--- src/rtl/assoc_xlate.sv ---
module assoc_xlate #(
  parameter int NPAGES = 32,
  parameter int BLK_W  = 11,
  parameter int POS_W  = 9,
  parameter int CHR_W  = 3,
  localparam int ADDR_W = 1 + BLK_W + POS_W + CHR_W,
  localparam int PIDX_W = (NPAGES > 1) ? $clog2(NPAGES) : 1
) (
  input  logic              clk,
  input  logic              rst_n,
  input  logic              req_valid,
  input  logic [ADDR_W-1:0] req_addr,
  input  logic              wr_en,
  input  logic [PIDX_W-1:0] wr_page,
  input  logic [BLK_W-1:0]  wr_block,
  input  logic              wr_valid,
  output logic              out_valid,
  output logic [1:0]        out_status,
  output logic [PIDX_W-1:0] out_page,
  output logic [POS_W-1:0]  out_offset,
  output logic              out_half,
  output logic [CHR_W-1:0]  out_char,
  output logic              out_exec,
  output logic              miss_irq,
  output logic              multi_hit
);

  localparam logic [1:0] ST_IDLE = 2'b00;
  localparam logic [1:0] ST_HIT  = 2'b01;
  localparam logic [1:0] ST_MISS = 2'b10;
  localparam logic [1:0] ST_EXEC = 2'b11;

  logic [BLK_W-1:0] pg_blk [NPAGES];
  logic [NPAGES-1:0] pg_vld;

  wire              in_exec = req_addr[ADDR_W-1];
  wire [BLK_W-1:0]  in_blk  = req_addr[ADDR_W-2 -: BLK_W];
  wire [POS_W-1:0]  in_pos  = req_addr[CHR_W +: POS_W];
  wire [CHR_W-1:0]  in_chr  = req_addr[CHR_W-1:0];

  logic              found, dup;
  logic [PIDX_W-1:0] win;

  always_comb begin
    found = 1'b0;
    dup   = 1'b0;
    win   = '0;
    for (int i = 0; i < NPAGES; i++) begin
      if (pg_vld[i] && pg_blk[i] == in_blk) begin
        if (found) dup = 1'b1;
        else begin
          found = 1'b1;
          win   = PIDX_W'(i);
        end
      end
    end
  end

  always_ff @(posedge clk) begin
    if (!rst_n) begin
      pg_vld <= '0;
      for (int i = 0; i < NPAGES; i++) pg_blk[i] <= '0;
    end else if (wr_en) begin
      pg_blk[wr_page] <= wr_block;
      pg_vld[wr_page] <= wr_valid;
    end
  end

  always_ff @(posedge clk) begin
    if (!rst_n) begin
      out_valid  <= 1'b0;
      out_status <= ST_IDLE;
      out_page   <= '0;
      out_offset <= '0;
      out_char   <= '0;
      miss_irq   <= 1'b0;
      multi_hit  <= 1'b0;
    end else begin
      out_valid <= req_valid;
      miss_irq  <= 1'b0;
      multi_hit <= 1'b0;
      if (req_valid) begin
        out_offset <= in_pos;
        out_char   <= in_chr;
        if (in_exec) begin
          out_status <= ST_EXEC;
          out_page   <= '0;
        end else if (found) begin
          out_status <= ST_HIT;
          out_page   <= win;
          multi_hit  <= dup;
        end else begin
          out_status <= ST_MISS;
          out_page   <= '0;
          miss_irq   <= 1'b1;
        end
      end else begin
        out_status <= ST_IDLE;
      end
    end
  end

  assign out_half = out_char[CHR_W-1];
  assign out_exec = (out_status == ST_EXEC);


  latency_chk: assert property (@(posedge clk) disable iff (!rst_n)
    req_valid |=> out_valid);


  no_spurious_out_chk: assert property (@(posedge clk) disable iff (!rst_n)
    !req_valid |=> !out_valid && out_status == ST_IDLE);


  char_pass_chk: assert property (@(posedge clk) disable iff (!rst_n)
    req_valid |=> out_char == $past(req_addr[CHR_W-1:0]) && out_offset == $past(req_addr[CHR_W +: POS_W]));


  miss_irq_chk: assert property (@(posedge clk) disable iff (!rst_n)
    miss_irq |-> out_valid && out_status == ST_MISS && out_page == '0);


  multi_only_hit_chk: assert property (@(posedge clk) disable iff (!rst_n)
    multi_hit |-> out_valid && out_status == ST_HIT);


  exec_no_irq_chk: assert property (@(posedge clk) disable iff (!rst_n)
    (req_valid && req_addr[ADDR_W-1]) |=> out_exec && !miss_irq && !multi_hit);


  reset_clear_chk: assert property (@(posedge clk)
    !rst_n |=> pg_vld == '0 && !out_valid && !miss_irq);

endmodule

--- config.mk ---
export PLATFORM = sky130hd
export DESIGN_NAME = assoc_xlate
export DESIGN_NICKNAME = d
export VERILOG_FILES = /design/src/rtl/assoc_xlate.sv
export SDC_FILE = /design/constraint.sdc
export NUM_CORES = 1
export LEC_CHECK = 0
export BUFFER_PORTS_ARGS = -buffer_cell sky130_fd_sc_hd__buf_4
export CAP_MARGIN = 20
export CELL_PAD_IN_SITES_DETAIL_PLACEMENT = 1
export CELL_PAD_IN_SITES_GLOBAL_PLACEMENT = 2
export CORE_ASPECT_RATIO = 1.25
export CORE_UTILIZATION = 40
export CTS_CLUSTER_DIAMETER = 200
export DETAILED_ROUTE_END_ITERATION = 7
export HOLD_SLACK_MARGIN = 0.15
export PLACE_DENSITY_LB_ADDON = 0.12
export SLEW_MARGIN = 20
export SYNTH_ARGS = -nofsm -noshare
export SYNTH_HDL_FRONTEND = slang
export SYNTH_SLANG_ARGS = --single-unit
--- constraint.sdc ---
create_clock -name clk -period 6.2 [get_ports clk]
set_input_delay 0.62 -clock clk [delete_from_list [all_inputs] [get_ports clk]]
set_output_delay 0.62 -clock clk [all_outputs]
set_load 0.1 [all_outputs]
# After elaboration in Yosys (flattened, before gate mapping)
# Memories as Yosys holds them, arrays and structs flattened.
# Cells that the tools add are included.
# Widths: inputs -> output; s select.
# word_totals
memories,1
word_cells,255
out_inout_bits,24
mem_bits_rw,352
reg_bits,54
input_bits,45
# op_classes
n_eq_ne,33
n_bitwise,3
n_reduce_logical,37
order_cmp,2
mux,171
# mem_list
name,depth,width,rd,rd_ports_with_merged_regs,wr,line_no,source
pg_blk,32,11,32,0,32,33,logic [BLK_W-1:0] pg_blk [NPAGES];
# ops
cell,count
$eq 11x11->1,32
$mux 5,63
$mux 1,103
$logic_and 1x1->1,33
$bwmux 32,1
$mux 11,1
$reduce_or 11->1,1
$lt 5x6->1 const B,1
$demux 1 s5,1
$ge 5x1->1 const B,1
$mux 2,2
$reduce_or 4->1,1
$not 1->1,3
$reduce_or 3->1,1
$eq 2x2->1 const B,1
$reduce_and 2->1,1

# Logic depth before layout (Yosys ltp)
# Gate-level depths: netlist of the first run.
# An unclocked memory read counts as a cell.
# depth
ltp_word,68
ltp_mapped,12
ltp_nobuf,9

# Least setup slack after synthesis of the first run
# No wires, ideal clock.
# synth_path
path_kind,input-to-reg
from,in req_addr[13]
to,reg out_page[0]
setup_time_ns,0.116
arrival_ns,2.690
n_path_buf,3
setup_slack_ns,3.394
stages,12
t_required_ns,6.084
path_cell_list,buf_4 -> buf_8 -> xnor2_1 -> nand4_1 -> or3_4 -> and4_4 -> and4_1 -> buf_6 -> nand2_2 -> o22ai_1 -> a221o_1 -> o211a_1
# synth_between
elab_chain_cells,67
word_cells_on_any_way,160
cone_classes,eq/ne: 32; mux: 96; reduce/logical: 32
# synth_rtl
element,line_no,source
from (decl),12,"input logic [ADDR_W-1:0] req_addr,"
$eq 11x11->1,49,if (pg_vld[i] && pg_blk[i] == in_blk) begin
$logic_and 1x1->1,49,
$mux 1,49,
$mux 1,50,if (found) dup = 1'b1;
$mux 1,49,
$mux 5,50,
$mux 5,49,
$mux 5,50,
[51 not listed],-,
$mux 5,50,
$mux 5,49,
$mux 5,50,
$mux 5,49,
$mux 5,50,
$mux 5,49,
$mux 5 *,88,end else if (found) begin
$mux 5 *,85,if (in_exec) begin
to (signal assigned),90,out_page <= win;
to (decl),19,"output logic [PIDX_W-1:0] out_page,"
# Every way passes the cells marked *; elsewhere a longest branch is shown, timed or not.
# A chain may end at the register's enable or synchronous reset.

# Worst setup path after layout of the first run
# layout_path
from,in req_addr[13]
to,reg multi_hit
# layout_between
elab_chain_cells,65
word_cells_on_any_way,160
cone_classes,eq/ne: 32; mux: 94; bitwise: 1; reduce/logical: 33
# layout_rtl
element,line_no,source
$eq 11x11->1,49,
$logic_and 1x1->1,49,
$mux 1,49,
$mux 1,50,
$mux 1,49,
$mux 1,50,
$mux 1,49,
$mux 1,50,
[49 not listed],-,
$mux 1,50,
$mux 1,49,
$mux 1,50,
$mux 1,49,
$mux 1,50,
$mux 1,49,
$mux 1,50,
$mux 1,49,
to (signal assigned),91,multi_hit <= dup;
to (decl),25,output logic multi_hit
# Parallel ways exist; a longest one is shown, timed or not.

==> metrics, run 1 <==
outcome completed; Post-Synthesis Cells between 1500 and 2000; Hold Vio Cnt, Final 0; Gate power share 10.7%; clk root buf clkbuf_16; Final Non-Filler Cells 2558; Max Clock Skew ~0.013 ns; Static Leak approximately 7.5 nW; Die W 208.2 µm; CTS Buf Count 44; I/O pin cnt between 60 and 70; Max FO, Critical Path 32; leading register cell type out of synthesis edfxtp_1; YS warnings 0; Net Sw Frac between 20% and 30%; layout cell share with drive strength beyond 1 10.47%; CP endpoint kind register; max cap viols 0; VDD IR-drop max 180.5 µV; core area about 53000 µm²; largest cells by area after synthesis edfxtp_1 (50%), xnor2_1 (14%), and2_1 (10%); nets@finish between 1500 and 2000; clock latency on the worst-skew pair 0.58 ns; Mapped Area between 20000 and 25000 µm²; drt via density approximately 5.5; CTS tree done; 1st-pass router iterations 5; Syn Area/Cell between 10 and 15 µm²; Die ar. approximately 54000 µm²; hold_buf cts 0; DRC Markers 0; final setup fails 0; DRC violation total after the first TritonRoute iteration 781; Synth Register Bits approximately 410; Slew Limit Fails 0; cell row count 94; All-Layer GR Usage between 20% and 30%; Placer Congestion 0.8531; Least-Margin Pin Slew about 1.0 ns; Hold Crit Class in -> reg; pin count of the biggest net entering global routing 43; FF-to-FF setup slack 3.02 ns; Syn Nets around 1900; via count 13940; Netlist cell types 62; clock power share 40.2%; Die Span Y 259.8 µm; vias in the first global route around 15000; fin crit period 3.592 ns; Worst EP arrival 3.99 ns; Slew HR between 30% and 40%; period utilization 57.93%; CTS H-tree lvls 2; fmax approximately 280 MHz; initial antenna violation count 4; postcts setup bufs 0; sequential cell area fraction in the yosys report 54.80%; RSZ-0062 raised after global routing no; Pwr Density ~280 nW/µm²; global-route wire length before repair 97210 µm; CP required 6.60 ns; post-DP HPWL 38580 µm; total gr overflow 0; fin area approximately 23000 µm²; Cells after DPL approximately 2500; clock transition at the registers of the reported paths roughly 0.060 ns; Port Buffers 68; Post-synth EDFFs 352; area leader, netlist edfxtp_1; internal cell power approximately 4.8 mW; setup TNS 0 ns; critical path type in -> reg; placed cell areas 22020 µm²; initial core utilization between 40% and 50%; Critical Path Start Type primary input; Synth top area share roughly 50%; asr flop ratio synth 0%; Seq pwr share approximately 49%; Synth-to-Final Area Change 10.23%; routed len/inst between 20 and 30 µm; clock sink total 406; Routed WL ~66000 µm; Psw 1.625 mW; maximum clock path buffer count 3; post-CTS sizing 0; Detail Route Antenna Nets 0
## cells in the mapped netlist, drive strengths merged, types with 2 or more instances
library cell,n
a211oi,3
a21boi,4
a21o,2
a21oi,4
a221oi,2
a22oi,2
a31oi,4
and2,353
and4,2
buf,48
clkbuf,78
dfxtp,54
edfxtp,352
inv,41
maj3,6
mux2i,12
nand2,58
nand2b,4
nand3,8
nand3b,6
nand4,181
nor2,54
nor2b,15
nor3,52
nor4,10
o211a,2
o211ai,6
o21ai,73
o22ai,4
o311ai,2
o31ai,2
or2,3
or3,18
or3b,2
xnor2,352
## flip-flops by register name (all words and copies together) (netlist names)
name / count
pg_vld: 32
out_offset: 9
miss_irq: 1
multi_hit: 1
out_page: 5
out_status: 2
out_valid: 1
out_char: 3
pg_blk: 352
## cell usage in the layout, fill, tap and decap left out, types with 45 or more instances in the layout
master	instances
nand4_1	180
nand2_1	57
o21ai_0	68
nor2_1	54
buf_4	98
and2_1	353
clkbuf_16	45
xnor2_1	345
dfxtp_1	54
edfxtp_1	352
## power by group through the flow
stage          Combinational, mW  Clock [mW]  Sequential, mW
3_3_place_gp               0.679           0            3.23
5_1_grt                    0.740        2.74            3.19
2_1_floorplan              0.447           0            3.26
4_1_cts                    0.695        2.65            3.18
3_5_place_dp               0.693           0            3.23
6_report                   0.688        2.60            3.17
## per-stage QoR
| step | total power [mW] | hold WS, ns | utilization, % | setup WS (ns) |
|---|---|---|---|---|
| global placement | 3.908 | 0.4615 | 41.89 | 1.954 |
| detailed placement | 3.926 | 0.4638 | 41.89 | 2.134 |
| floorplan | 3.705 | 0.4455 | - | 3.394 |
| global route | 6.668 | 0.3081 | 44.56 | 2.468 |
| CTS | 6.520 | 0.2816 | 44.55 | 2.739 |
| finish | 6.458 | 0.3133 | 44.58 | 2.608 |
## worst max-delay path, cell delays in order
cell and delay (ns):
buf_4 0.68, xnor2_1 0.22, nand4_1 0.16, nor3_2 0.10, nor4_4 0.43, nand4_2 0.29, nor3_2 0.37, o21ai_0 0.17
a2111oi_0 0.66, a31oi_1 0.25
## worst paths after layout
check	end	cells after the start	start
worst min register to register	pg_vld[2]	2	pg_vld[2]
worst max register to register	multi_hit	9	pg_blk[3][0]
worst max-delay path	multi_hit	10	req_addr[13]
worst min-delay path	out_offset[7]	3	req_addr[10]
## final cells by class
| cell class | instances | area [µm²] |
|---|---|---|
| Antenna cell | 4 | 10.01 |
| Clock buffer | 64 | 1267 |
| Clock inverter | 16 | 130.1 |
| Fill cell | 5575 | 29140 |
| Inverter | 41 | 153.9 |
| Multi-Input combinational cell | 1257 | 8648 |
| Sequential cell | 406 | 11650 |
| Tap cell | 672 | 840.8 |
| Timing Repair Buffer | 98 | 735.7 |
## cells by family (layout without fill, tap and decap cells)
| family | Yosys count | count (layout) | share of synthesized area (%) |
|---|---|---|---|
| compound gates | 117 | 117 | 3.278 |
| xor+xnor | 352 | 352 | 14.75 |
| fa+ha+maj | 6 | 6 | 0.2883 |
| buf+inv | 167 | 219 | 4.566 |
| flops | 406 | 406 | 54.80 |
| mux | 13 | 13 | 0.6179 |
| other cells | 0 | 4 | 0 |
| simple gates | 769 | 769 | 21.71 |
## layer usage
metal	routed length, µm	track usage [%]	vias up
li1	-	-	6448
met1	28750	31.37	7154
met2	33520	44.73	250
met3	2117	2.633	90
met4	1673	7.243	0
met5	0	0	-
No activity file was read; power rests on OpenSTA's default activity.
==> run 2: changes to the inputs <==
--- a/config.mk
+++ b/config.mk
@@ -5,12 +5,13 @@
 export SDC_FILE = /design/constraint.sdc
 export NUM_CORES = 1
 export LEC_CHECK = 0
+export ABC_AREA = 1
 export BUFFER_PORTS_ARGS = -buffer_cell sky130_fd_sc_hd__buf_4
 export CAP_MARGIN = 20
 export CELL_PAD_IN_SITES_DETAIL_PLACEMENT = 1
 export CELL_PAD_IN_SITES_GLOBAL_PLACEMENT = 2
 export CORE_ASPECT_RATIO = 1.25
-export CORE_UTILIZATION = 40
+export CORE_UTILIZATION = 35
 export CTS_CLUSTER_DIAMETER = 200
 export DETAILED_ROUTE_END_ITERATION = 7
 export HOLD_SLACK_MARGIN = 0.15
==> constraint.sdc (replaced) <==
create_clock -name clk -period 3 [get_ports clk]
set_input_delay 0.3 -clock clk [delete_from_list [all_inputs] [get_ports clk]]
set_output_delay 0.3 -clock clk [all_outputs]
set_load 0.1 [all_outputs]
==> run 2 against run 1 <==
Against the previous run:
- global-route usage is 3.5 points higher
- final cell count is 49% higher
- via count is 41% higher
- core utilization is 0.95 points lower
- routed wire length is 35% higher
- register-to-register slack worse by 2.9 ns
- critical endpoint unchanged
- largest power group unchanged
- highest routed layer unchanged
==> metrics, run 2 <==
VDD IR-drop max 409.7 µV (+130%); period utilization a little over nine tenths; critical-path cell list inv_1 -> nand2_2 -> nand2_1 -> nor2_1 -> nand2_1 -> nor2_1 -> nand2_1 -> nand2_2 -> nor2_1 -> buf_4 -> buf_4 -> or2_2 -> nand3_1 -> nor2_1 -> nand3_1 -> nor2_1 -> nand4_1 -> nor2_1 -> nand4_1 -> nor2_4 -> nand4_1 -> nand2_1 -> inv_1; DRC Markers 0 (unchanged); Die ar. 63600 µm² (+18%); Synth top area share 48.25% (-1.5 points); commonest cells in the netlist nand2_1 (629), nor2_1 (613), edfxtp_1 (352); largest cells by area after synthesis edfxtp_1 (48%), nand2_1 (11%), nor2_1 (11%); routed len/inst 23.41 µm (-9.4%); layout cell share with drive strength beyond 1 18.78% (+8.3 points); met2 Usage GRT 51.64% (+6.9 points); clk root buf clkbuf_16; CP max stage delay 0.46 ns (-0.22 ns); Syn Nets 2691 (+44%); initial core utilization 35.39% (-5.1 points); total gr overflow 0 (unchanged); max reg flops 352 (unchanged); final setup fails 0 (unchanged); largest registers pg_blk x352, pg_vld x32, out_offset x9; Critical Path Start Type register; placed cell areas 25210 µm² (+14%); core area 61900 µm² (+18%); Syn Area/Cell 8.278 µm² (-29%); I/O pin cnt 69 (unchanged); top-count cell post-synth nand2_1; 1st-pass router iterations 5 (unchanged); Multi-input gate area 8559 µm² (-1.0%); initial antenna violation count 1 (-3); Crit-path slowest cell edfxtp_1; area leader, netlist edfxtp_1; Pwr Density 518.1 nW/µm² (+88%); Static Leak 11.74 nW (+56%); busiest grt layer met2; Hold Vio Cnt, Final 0 (unchanged); critical path type reg -> reg; Post-synth EDFFs 352 (unchanged); Synth Register Bits 406 (unchanged); maximum clock path buffer count 3 (unchanged); Detail Route Antenna Nets 0 (unchanged); Netlist cell types 54 (-13%); Mapped Area 21900 µm² (+3.0%); most flop-heavy register pg_blk; diodes inserted 0 (-4); clock latency on the worst-skew pair 0.59 ns (about the same); Die Span Y 281.7 µm (+8.4%); Placer Congestion 0.9231 (+8.2%); fin area 27000 µm² (+15%); clock sink total 406 (unchanged); global-route wire length before repair 131100 µm (+35%); sequential cell area fraction in the yosys report 53.19% (-1.6 points); Slew HR 44.13% (+14 points); Max FO, Critical Path 4 (-88%); CP most frequent cell nor2_1; most frequent cells in the layout nand2_1 (620), nor2_1 (608), edfxtp_1 (352), buf_4 (336), inv_1 (250); drt via density 5.169 (-5.2%); cell row count 102 (+8.5%); clock transition at the registers of the reported paths 0.06 ns (about the same); Slew Limit Fails 0 (unchanged); leading register cell type out of synthesis edfxtp_1; fin crit period approximately 2.8 ns; CP required 3.49 ns (-3.11 ns); commonest non-fill, non-tap cell in the layout nand2_1; RSZ-0062 raised after global routing yes; Post-Synthesis Cells 2646 (+45%); Final Non-Filler Cells 3804 (+49%); max cap viols 0 (unchanged); nets@finish 2980 (+57%); YS warnings 0 (unchanged); Least-Margin Pin Slew 0.8381 ns (-0.1971 ns); outcome completed; GR Util met1 34.22% (+2.9 points); Cells after DPL 3692 (+49%); pin count of the biggest net entering global routing 49 (+14%); CTS tree done; FF+latch area 11650 µm² (unchanged); via count 19660 (+41%); fmax 351.8 MHz; M3 GR Usage 3.001% (+0.37 points); DRC violation total after the first TritonRoute iteration 1078 (+38%); All-Layer GR Usage 28.36% (+3.5 points); Worst EP arrival 3.33 ns (-0.66 ns); Die W 225.8 µm (+8.4%); Hold Crit Class in -> reg; Power Total 13.99 mW (+120%); fin util 43.63% (-0.95 points); CP endpoint kind register; Port Buffers 68 (unchanged); fill count 7313 (+31%); CTS H-tree lvls 2 (unchanged); asr flop ratio synth 0% (unchanged); CTS Buf Count 46 (+4.5%); vias in the first global route 20560 (+41%); Max Clock Skew 0.01606 ns (+0.002669 ns); Synth-to-Final Area Change 23.28%; post-DP HPWL 63150 µm (+64%); Routed WL 89050 µm (+35%)
==> run 2: cell count changes after synthesis, moves of 17 or more <==
| cell | previous run | this run |
|---|---|---|
| or2_2 | 3 | 59 |
| nand3_1 | 8 | 81 |
| inv_1 | 41 | 265 |
| and2_1 | 353 | 0 |
| xnor2_1 | 345 | 53 |
| nand2_1 | 57 | 629 |
| nor3_1 | 41 | 22 |
| nor4_1 | 5 | 38 |
| nand4_1 | 180 | 104 |
| xor2_1 | 0 | 33 |
| buf_2 | 0 | 33 |
| or3_1 | 17 | 0 |
| nor2_1 | 54 | 613 |
==> run 2: worst max-delay path, delay by kind of cell, from the launching register on <==
kind | cells | cell delay, ns
flops | 1 | 0.46
buf+inv | 4 | 0.36
simple gates | 19 | 1.92
==> run 2: layout make-up <==
class / count / share of cell area [%]
repair buffers: 386 / 11.99
clock buffers: 65 / 4.948
multi-input cells: 1816 / 31.70
clock inverters: 20 / 0.4819
well taps: 832 / 3.855
flip-flops and latches: 406 / 43.15
inverters: 279 / 3.887
==> run 2: metrics by stage <==
step | setup TNS (ns) | setup slack [ns] | hold WS (ns)
final | 0 | 0.1578 | 0.2222
after global routing | -0.02731 | -0.02575 | 0.2328
after floorplan | 0 | 0.4594 | 0.4349
after global placement | -1.227 | -0.2803 | 0.4605
after detailed placement | -2.160 | -0.3762 | 0.4667
after CTS | 0 | 0.007200 | 0.1721
==> run 2: per-layer routing <==
metal  share of wire, %  vias up
met5                  0        -
met4                3.6        0
met3                3.3      148
met2                 51      373
met1                 42     9970
li1                   -     9172
==> run 2: cell families (layout without fill, tap and decap cells) <==
logic type / after synthesis / in the layout / synth area share [%]
buf+inv: 424 / 750 / 8.031
simple gates: 1595 / 1595 / 31.52
xor+xnor: 86 / 86 / 3.439
compound gates: 135 / 135 / 3.816
flops: 406 / 406 / 53.19
==> run 2: report_power, final <==
part	switching, mW	total (mW)	internal, mW
logic	1.23	1.84	0.609
clock network	2.39	5.58	3.19
registers	0.158	6.57	6.41
total	3.78	14.0	10.2
==> run 2: path summary, 6_finish.rpt <==
path                start          end  slack, ns  cells after the start
max reg2reg  pg_blk[1][3]    multi_hit       0.16                     23
min                 rst_n   pg_vld[19]       0.22                      3
min reg2reg   out_page[3]  out_page[3]       0.48                      2
max          pg_blk[1][3]    multi_hit       0.16                     23
==> run 2: what timing repair did <==
item | 4_1_cts | 5_1_grt
hold endpoints to repair | 20 | 0
buffers inserted | 1 | 1
hold buffers | 26 | 0
pin swaps | 3 | 11
endpoints found under the setup margin | 1 | 9
resized for setup | 2 | 24
cloned | 0 | 0
==> run 3: changes to the inputs <==
--- a/config.mk
+++ b/config.mk
@@ -6,6 +6,7 @@
 export NUM_CORES = 1
 export LEC_CHECK = 0
 export ABC_AREA = 1
+export ABC_CLOCK_PERIOD_IN_PS = 3000
 export BUFFER_PORTS_ARGS = -buffer_cell sky130_fd_sc_hd__buf_4
 export CAP_MARGIN = 20
 export CELL_PAD_IN_SITES_DETAIL_PLACEMENT = 1
@@ -16,6 +17,7 @@
 export DETAILED_ROUTE_END_ITERATION = 7
 export HOLD_SLACK_MARGIN = 0.15
 export PLACE_DENSITY_LB_ADDON = 0.12
+export RECOVER_POWER = 50
 export SLEW_MARGIN = 20
 export SYNTH_ARGS = -nofsm -noshare
 export SYNTH_HDL_FRONTEND = slang
==> run 3 against run 2 <==
Against the previous run:
- cell area is 0.43% lower
- core utilization is 0.19 points lower
- clock skew hardly changed
- final cell count stayed put
- largest power group unchanged
- clock power hardly changed
- global-route usage stayed put
- critical path depth stayed put
- sequential power hardly changed
- worst setup slack worse by 0.0058 ns
==> metrics, run 3 (synthesized netlist as in run 2, its figures left out) <==
outcome completed; Setup crit start pg_blk[1][3]; fmax 351.1 MHz (-0.20%); diodes inserted 0 (unchanged); clk root buf clkbuf_16; Max Clock Skew 0.01578 ns (-0.0002826 ns); Max FO, Critical Path 4 (unchanged); DRC violation total after the first TritonRoute iteration 1039 (-3.6%); WHS 0.2162 ns (-0.005975 ns); largest registers pg_blk x352, pg_vld x32, out_offset x9; max cap viols 0 (unchanged); period utilization 94.93% (+0.19 points); Worst EP arrival 3.34 ns (about the same); I/O pin cnt 69 (unchanged); post-DP HPWL 63150 µm (unchanged); routed len/inst 23.41 µm (about the same); initial core utilization 35.39% (unchanged); VDD IR-drop max 406.8 µV (-0.70%); clock latency on the worst-skew pair 0.59 ns (about the same); final setup fails 0 (unchanged); global-route wire length before repair 131100 µm (unchanged); layout cell share with drive strength beyond 1 17.73% (-1.0 points); Least-Margin Pin Slew 0.8412 ns (+0.003167 ns); Port Buffers 68 (unchanged); All-Layer GR Usage 28.36% (unchanged); Hold Crit Class in -> reg; CP endpoint kind register; Final Non-Filler Cells 3804 (unchanged); max reg flops 352 (unchanged); CTS H-tree lvls 2 (unchanged); Placer Congestion 0.9231 (unchanged); critical path type reg -> reg; most frequent cells in the layout nand2_1 (620), nor2_1 (608), edfxtp_1 (352), buf_4 (305), inv_1 (250); CP required 3.49 ns (about the same); commonest non-fill, non-tap cell in the layout nand2_1; via count 19670 (+0.041%); HP Start rst_n; 1st-pass router iterations 5 (unchanged); Static Leak 11.65 nW (-0.80%); Power Total 14.00 mW (about the same); nets@finish 2980 (unchanged); Die ar. 63600 µm² (unchanged); Die W 225.8 µm (unchanged); core area 61900 µm² (unchanged); Detail Route Antenna Nets 0 (unchanged); Routed WL 89060 µm (about the same); fin crit period 2.848 ns (+0.005832 ns); Pwr Density 520.6 nW/µm² (+0.47%); maximum clock path buffer count 3 (unchanged); Cells after DPL 3692 (unchanged); R2R Path Start pg_blk[1][3]; Critical Path Start Type register; clock sink total 406 (unchanged); pin count of the biggest net entering global routing 49 (unchanged); Slew HR 43.92% (-0.21 points); CTS tree done; Synth-to-Final Area Change 22.75%; cell row count 102 (unchanged); clock transition at the registers of the reported paths 0.06 ns (about the same); CTS Buf Count 46 (unchanged); Die Span Y 281.7 µm (unchanged); Slew Limit Fails 0 (unchanged); most flop-heavy register pg_blk; Hold Vio Cnt, Final 0 (unchanged); DRC Markers 0 (unchanged); drt via density 5.171 (about the same); vias in the first global route 20560 (unchanged); total gr overflow 0 (unchanged); RSZ-0062 raised after global routing yes; initial antenna violation count 1 (unchanged)
run 3: cell types whose count changed in the layout (fill, tap and decap cells not counted), sizes merged:
cell    change
buf        -31
clkbuf     +31
run 3: repair_timing:
action,in CTS,in global routing
cloned,0,0
pin swaps,3,11
resized for setup,2,24
buffers inserted,1,1
hold buffers,26,0
hold endpoints to repair,20,0
endpoints found under the setup margin,1,9
run 3: where the power goes:
| group | internal, mW | total (mW) | leakage (nW) | switching [mW] |
|---|---|---|---|---|
| clock network | 3.19 | 5.58 | 0.717 | 2.40 |
| registers | 6.41 | 6.57 | 3.79 | 0.158 |
| logic | 0.606 | 1.84 | 7.14 | 1.23 |
| total | 10.2 | 14.0 | 11.6 | 3.79 |
run 3: area by class of cell:
type	instances	area (µm²)
flip-flops and latches	406	11650
multi-input cells	1816	8559
clock buffers	65	1336
repair buffers	386	3120
fillers	7333	35010
well taps	832	1041
clock inverters	20	130.1
inverters	279	1050
run 3: path summary, 6_finish.rpt:
| path | cells past startpoint | slack (ns) | endpoint |
|---|---|---|---|
| max | 23 | 0.15 | multi_hit |
| min | 3 | 0.22 | pg_vld[19] |
| max reg2reg | 23 | 0.15 | multi_hit |
| min reg2reg | 2 | 0.48 | out_page[3] |
run 3: layer usage:
layer  share of wire (%)  GRT usage [%]  vias up
met2                  51          51.64      388
met1                  42          34.22     9966
met4                 3.7          10.41        0
li1                    -              -     9167
met5                   0              0        -
met3                 3.5          3.001      150
run 3: metrics by stage:
stage / cell area, µm² / TNS (ns) / worst slack, ns / utilization [%]
final: 26890 / 0 / 0.1520 / 43.44
after global routing: 26890 / -0.02731 / -0.02575 / 43.44
after CTS: 26950 / 0 / 0.007200 / 43.54
after detailed placement: 25210 / -2.160 / -0.3762 / 40.72
after global placement: 25210 / -1.227 / -0.2803 / 40.72
after floorplan: 21900 / 0 / 0.4594 / -
run 3: worst max-delay path, stage by stage, from the launching register on:
cell and delay [ns]:
edfxtp_1 0.46, inv_1 0.10, nand2_2 0.06, nand2_1 0.06
nor2_1 0.04, nand2_1 0.06, nor2_1 0.06, nand2_1 0.09
nand2_2 0.10, nor2_1 0.12, buf_4 0.13, nand2_1 0.10
nor2_2 0.15, nand3b_1 0.15, nand2_1 0.09, nand3_1 0.07
nor2_1 0.16, nand4_1 0.10, nor2_1 0.12, nand4_1 0.16
nor2_4 0.16, nand4_1 0.11, nand2_1 0.08, inv_1 0.03
